[config.mk]
export PLATFORM = sky130hd
export DESIGN_NAME = term_addr_guard
export DESIGN_NICKNAME = d
export VERILOG_FILES = /design/src/rtl/term_addr_pkg.sv /design/src/rtl/term_addr_ctl.sv /design/src/rtl/term_addr_dp.sv /design/src/rtl/term_addr_guard.sv
export SDC_FILE = /design/constraint.sdc
export NUM_CORES = 1
export LEC_CHECK = 0
export CAP_MARGIN = 25
export CORE_MARGIN = 2
export CORE_UTILIZATION = 43
export CTS_BUF_LIST = sky130_fd_sc_hd__clkbuf_8
export CTS_CLUSTER_SIZE = 16
export DETAILED_ROUTE_END_ITERATION = 7
export PLACE_DENSITY = 0.78
export SYNTH_ARGS = -nofsm -noshare
export SYNTH_HDL_FRONTEND = slang
export SYNTH_SLANG_ARGS = --single-unit
export TNS_END_PERCENT = 100
[constraint.sdc]
create_clock -name clk -period 1.2 [get_ports clk]
set_clock_uncertainty 0.05 [all_clocks]
set_input_delay 0.18 -clock clk [delete_from_list [all_inputs] [get_ports clk]]
set_output_delay 0.18 -clock clk [all_outputs]
set_load 0.01 [all_outputs]
[src/rtl/term_addr_pkg.sv]
package term_addr_pkg;

  // Strobes from control to datapath
  typedef struct packed {
    logic loadEn;     // synchronized latch control is low: copy pins
    logic cmdSample;  // a command address is offered this cycle
  } addrCtl_t;

endpackage

[src/rtl/term_addr_ctl.sv]
module term_addr_ctl
  import term_addr_pkg::*;
#(
  parameter int SYNC_STAGES = 2
) (
  input  logic     clk,
  input  logic     rstN,
  input  logic     holdLatch,
  input  logic     cmdValid,
  output addrCtl_t ctl
);

  localparam int LAST = SYNC_STAGES - 1;

  logic [SYNC_STAGES-1:0] holdPipe;

  // Resets to "hold" so that nothing loads before real pin values arrive
  always_ff @(posedge clk or negedge rstN) begin
    if (!rstN) begin
      holdPipe <= '1;
    end else begin
      holdPipe[0] <= holdLatch;
      for (int i = 1; i < SYNC_STAGES; i++) begin
        holdPipe[i] <= holdPipe[i-1];
      end
    end
  end

  always_comb begin
    ctl.loadEn    = ~holdPipe[LAST];
    ctl.cmdSample = cmdValid;
  end

endmodule

[src/rtl/term_addr_dp.sv]
module term_addr_dp
  import term_addr_pkg::*;
#(
  parameter int ADDR_W      = 5,
  parameter int SYNC_STAGES = 2
) (
  input  logic              clk,
  input  logic              rstN,
  input  logic [ADDR_W-1:0] addrPins,
  input  logic              parityPin,
  input  logic [ADDR_W-1:0] cmdAddr,
  input  addrCtl_t          ctl,
  output logic [ADDR_W:0]   pipeTail,
  output logic [ADDR_W-1:0] storedAddr,
  output logic              parityOk,
  output logic              cmdMatch
);

  localparam int WORD_W = ADDR_W + 1;
  localparam int LAST   = SYNC_STAGES - 1;

  logic [WORD_W-1:0] pinPipe [SYNC_STAGES];
  logic [WORD_W-1:0] storedWord;
  logic              addrEqual;

  // Pin pipeline kept as deep as the control synchronizer
  always_ff @(posedge clk or negedge rstN) begin
    if (!rstN) begin
      for (int i = 0; i < SYNC_STAGES; i++) pinPipe[i] <= '0;
    end else begin
      pinPipe[0] <= {parityPin, addrPins};
      for (int i = 1; i < SYNC_STAGES; i++) pinPipe[i] <= pinPipe[i-1];
    end
  end

  assign pipeTail = pinPipe[LAST];

  // Latch modelled as an enabled register
  always_ff @(posedge clk or negedge rstN) begin
    if (!rstN)           storedWord <= '0;
    else if (ctl.loadEn) storedWord <= pinPipe[LAST];
  end

  assign storedAddr = storedWord[ADDR_W-1:0];
  assign parityOk   = ^storedWord;
  assign addrEqual  = (cmdAddr == storedAddr);

  always_ff @(posedge clk or negedge rstN) begin
    if (!rstN) cmdMatch <= 1'b0;
    else       cmdMatch <= ctl.cmdSample & addrEqual & parityOk;
  end

endmodule

[src/rtl/term_addr_guard.sv]
module term_addr_guard
  import term_addr_pkg::*;
#(
  parameter int ADDR_W      = 5,
  parameter int SYNC_STAGES = 2
) (
  input  logic              clk,
  input  logic              rstN,
  input  logic [ADDR_W-1:0] addrPins,
  input  logic              parityPin,
  input  logic              holdLatch,
  input  logic              cmdValid,
  input  logic [ADDR_W-1:0] cmdAddr,
  output logic              parityOk,
  output logic [ADDR_W-1:0] storedAddr,
  output logic              cmdMatch
);

  addrCtl_t        ctlStb;
  logic [ADDR_W:0] pipeTail;

  term_addr_ctl #(.SYNC_STAGES(SYNC_STAGES)) u_ctl (
    .clk       (clk),
    .rstN      (rstN),
    .holdLatch (holdLatch),
    .cmdValid  (cmdValid),
    .ctl       (ctlStb)
  );

  term_addr_dp #(.ADDR_W(ADDR_W), .SYNC_STAGES(SYNC_STAGES)) u_dp (
    .clk        (clk),
    .rstN       (rstN),
    .addrPins   (addrPins),
    .parityPin  (parityPin),
    .cmdAddr    (cmdAddr),
    .ctl        (ctlStb),
    .pipeTail   (pipeTail),
    .storedAddr (storedAddr),
    .parityOk   (parityOk),
    .cmdMatch   (cmdMatch)
  );

endmodule

**Word level (Yosys, flattened, before mapping)**

Index checks and enable logic that the tools add are counted.

- Register bits: 21
- Input port bits: 15
- Word-level logic and storage cells: 9

- Equality and inequality tests: 1
- Bitwise logic cells: 2
- Reduce and logical (&&, ||, !) cells: 1

Operator list:

| cell | number |
|---|---|
| parity 6 bit | 1 |
| equality test 5 bit | 1 |
| AND 1 bit | 2 |

**Logic depth before layout (Yosys ltp)**

- Depth after elaboration: 3
- Depth in mapped cells: 3
- Mapped depth without buffers: 3

**Cells and area by module**

Synthesis repeated with hierarchy kept, for this count alone.

- Cell total of the unflattened synthesis: 54
- Area total of the unflattened synthesis: 809.5 um^2

Modules (own cells, without submodules):

| module | instances | cells an instance | area an instance (um^2) | sequential area each (um^2) |
|---|---|---|---|---|
| term_addr_dp | 1 | 50 | 745.7 | 475.5 |
| term_addr_ctl | 1 | 4 | 63.8 | 52.6 |

**Least setup slack after synthesis**

No wires, ideal clock.

- Path type: reg-to-output
- Start point: reg u_dp.storedWord[0]
- End point: out parityOk
- Arrival: 1.071 ns
- Data required time: 0.970 ns
- Slack: -0.101 ns
- Cell stages (with the launch flop): 4
- Cell sequence: dfrtp_1 > xor2_1 > xnor3_1 > inv_1

- Cells in the longest elaborated chain, start to end: 1

RTL lines:

| what | line | source |
|---|---|---|
| start: declaration | term_addr_dp.sv:23 | `logic [WORD_W-1:0] storedWord;` |
| start signal: assignment | term_addr_dp.sv:41 | `else if (ctl.loadEn) storedWord <= pinPipe[LAST];` |
| parity 6 bit | term_addr_dp.sv:45 | `assign parityOk = ^storedWord;` |
| end: declaration | term_addr_guard.sv:14 | `output logic parityOk,` |

No other way between the ends.

**Final worst setup path**

- Start point: reg u_dp.storedWord[3]
- End point: out parityOk

Same word-level chain as after synthesis.

==> summary.txt <==
Timing
  • Final Setup Violations: 2
  • TNS Setup: -0.594 ns
  • Slew of the pin with the lowest slew margin: 0.204 ns
  • Final Hold Vio Count: 0
  • F_max: 0.613 GHz
  • RSZ-0062 raised after global routing: yes
  • Final Max Slew Viols: 0
  • Final period util: 1.36
  • Final Critical Period: 1.63 ns
  • Worst rel slew slack: 0.863
  • Slack of the critical path: -0.431 ns

Pwr
  • Peak supply drop: 0.946 mV
  • Sw Share: 0.225
  • Part of the power in combinational logic: 0.223
  • Sequential power share: 0.499
  • Int Pwr: 1.21 mW
  • Clk pwr share: 0.278
  • Leakage: 0.465 nW
  • Total power: 1.56 mW
  • PD cells: 1510 nW/µm²
  • Sw power: 351 µW

Logic synthesis
  • Ranking of synthesized cells by area: dfrtp_1 (63%), mux2_2 (9.0%), xnor2_1 (8.1%)
  • Yosys top cell by area: dfrtp_1
  • Yosys reg bits: 21
  • Net count after synthesis: 61
  • Synth top area share: 0.631
  • Warnings from Yosys: 0
  • Register area share after synthesis: 0.701
  • Yosys cell types: 12
  • Mean Syn Cell Area: 16.4 µm²
  • Synth Instances: 46
  • Post-Syn Area: 753 µm²

Route
  • DRT iter0 DRCs: 2
  • Via count: 406
  • Via/cell ratio: 4.56
  • DRT Wirelength: 1070 µm
  • First-pass iteration count of the detailed router: 2
  • Routed WL per cell: 12.1 µm
  • Final ANT Viol Nets: 0
  • Detailed-route DRC error count: 0

Layout
  • Final nets: 88
  • Diodes inserted: 0
  • Layout overhead on the synthesized area: 37.5%
  • Final std cell area, no fill: 1040 µm²
  • Commonest non-fill, non-tap cell in the layout: dfrtp_1
  • Most frequent cells in the layout: dfrtp_1 (19), clkdlybuf4s50_1 (14), xnor2_1 (7)
  • Layout cells sized above 1: 0.375

Clock tree
  • Clock Tree Root: clkbuf_8
  • Total CTS buffers: 3
  • TritonCTS clock tree: yes
  • Worst-case clock buffer depth: 2
  • Clock Sinks: 21
  • Clock transition at path regs: 0.07 ns
  • H-Tree Depth: 1
  • Clk_lat worst skew: 0.25 ns
  • Post-cts hold buffer count: 0

Setup path
  • Worst R2R Setup Slack: -0.16 ns
  • WS Path Type: register to output pin
  • Crit path DAT: 1.40 ns
  • FF-to-FF End: u_dp.cmdMatch
  • R2R depth: 4
  • Crit end category: output pin
  • Crit start category: register
  • CP Max Fanout: 2
  • Req. time, crit path: 0.97 ns
  • R2r startpoint: u_dp.storedWord[3]

Place
  • Port-buffer cells: 21
  • Setup WS pre-CTS: -0.577 ns
  • Dpl cell area: 1010 µm²
  • Hpwl dp: 803 µm
  • GPL Wtd Cong: 0.636

Status
  • Failing checks: negative setup slack
  • Status: finished, violations left

GRT
  • Initial antenna violation count: 0
  • Tot GR Track Use: 0.124
  • Number of global-route vias before repair: 409
  • First-pass GRT wire length: 1690 µm
  • Largest net degree at the start of global routing: 22
  • Total gr overflow: 0

Floorplan
  • Initial Util: 0.446
  • Core area: 1690 µm²
  • # IOs: 22
  • Row count: 15
  • Die Y: 45.9 µm
  • Die area: 2100 µm²
  • Die W: 45.9 µm

Run
  • MaxCap Viol Count: 0

Hold path
  • Worst Hold Class: primary input to async pin
how the worst max path moves through the flow:
stage                       startpoint  endpoint  slack, ns  cells after the start
floorplan           u_dp.storedWord[2]  parityOk       -0.1                      3
global placement    u_dp.storedWord[2]  parityOk      -0.55                      4
detailed placement  u_dp.storedWord[2]  parityOk      -0.58                      4
CTS                 u_dp.storedWord[1]  parityOk      -0.47                      4
global route        u_dp.storedWord[3]  parityOk      -0.51                      4
finish              u_dp.storedWord[3]  parityOk      -0.43                      4
cell usage after synthesis:
cell type   n
buf_4       5
clkbuf_1    1
dfrtp_1    19
dfstp_2     2
inv_1       1
mux2_2      6
nand2_1     1
nand4_1     1
nor3_2      1
xnor2_1     7
xnor3_1     1
xor2_1      1
kinds of logic after synthesis:
logic type,after synthesis,synth area share
DFF,21,0.701
and+or+nand+nor,3,0.0266
muxes,6,0.0897
xor gates and xnor gates,9,0.123
buffers and inverters,7,0.0598
through the flow:
step                utilization  cells  hold slack (ns)
finish                    0.613     89            0.209
CTS                       0.613     89            0.206
floorplan                     -     46           -0.166
global placement          0.597     85            0.282
global route              0.613     89            0.205
detailed placement        0.597     85            0.285
worst max-delay path: stages, from the launching register on:
cell and delay [ns]:
dfrtp_1 0.39, xnor2_1 0.16, xnor3_1 0.44, inv_2 0.07, buf_6 0.09
power by group through the flow:
stage | Combinational, mW | Sequential, mW | Clock, mW
3_3_place_gp | 0.352 | 0.789 | 0
6_report | 0.349 | 0.779 | 0.434
3_5_place_dp | 0.356 | 0.793 | 0
4_1_cts | 0.355 | 0.779 | 0.453
5_1_grt | 0.379 | 0.782 | 0.490
2_1_floorplan | 0.166 | 0.793 | 0
layout make-up:
class	instances	area [µm²]
clock buffers	3	41.3
clock inverters	1	5.00
fillers	148	653
inverters	1	3.75
multi-input cells	18	180
flip-flops and latches	21	528
well taps	17	21.3
repair buffers	28	256
metal layers:
| layer | share of wire | global-route usage |
|---|---|---|
| met1 | 0.37 | 0.118 |
| met2 | 0.53 | 0.208 |
| met3 | 0.10 | 0.0556 |
| met4 | 0 | 0.0857 |
| met5 | 0 | 0 |
sequential cells by signal, indices dropped and copies added (netlist names):
register	count
u_dp.pinPipe	6
u_ctl.holdPipe	2
u_dp.cmdMatch	1
u_dp.pipeTail	6
u_dp.storedWord	6
repair_timing:
| item | in CTS | in global routing |
|---|---|---|
| endpoints found under the setup margin | 8 | 2 |
| pin swaps | 2 | 2 |
| hold endpoints to repair | 0 | 0 |
| gates resized for setup | 27 | 0 |
| setup buffers | 1 | 0 |
Power figures use the tool's default switching activity.
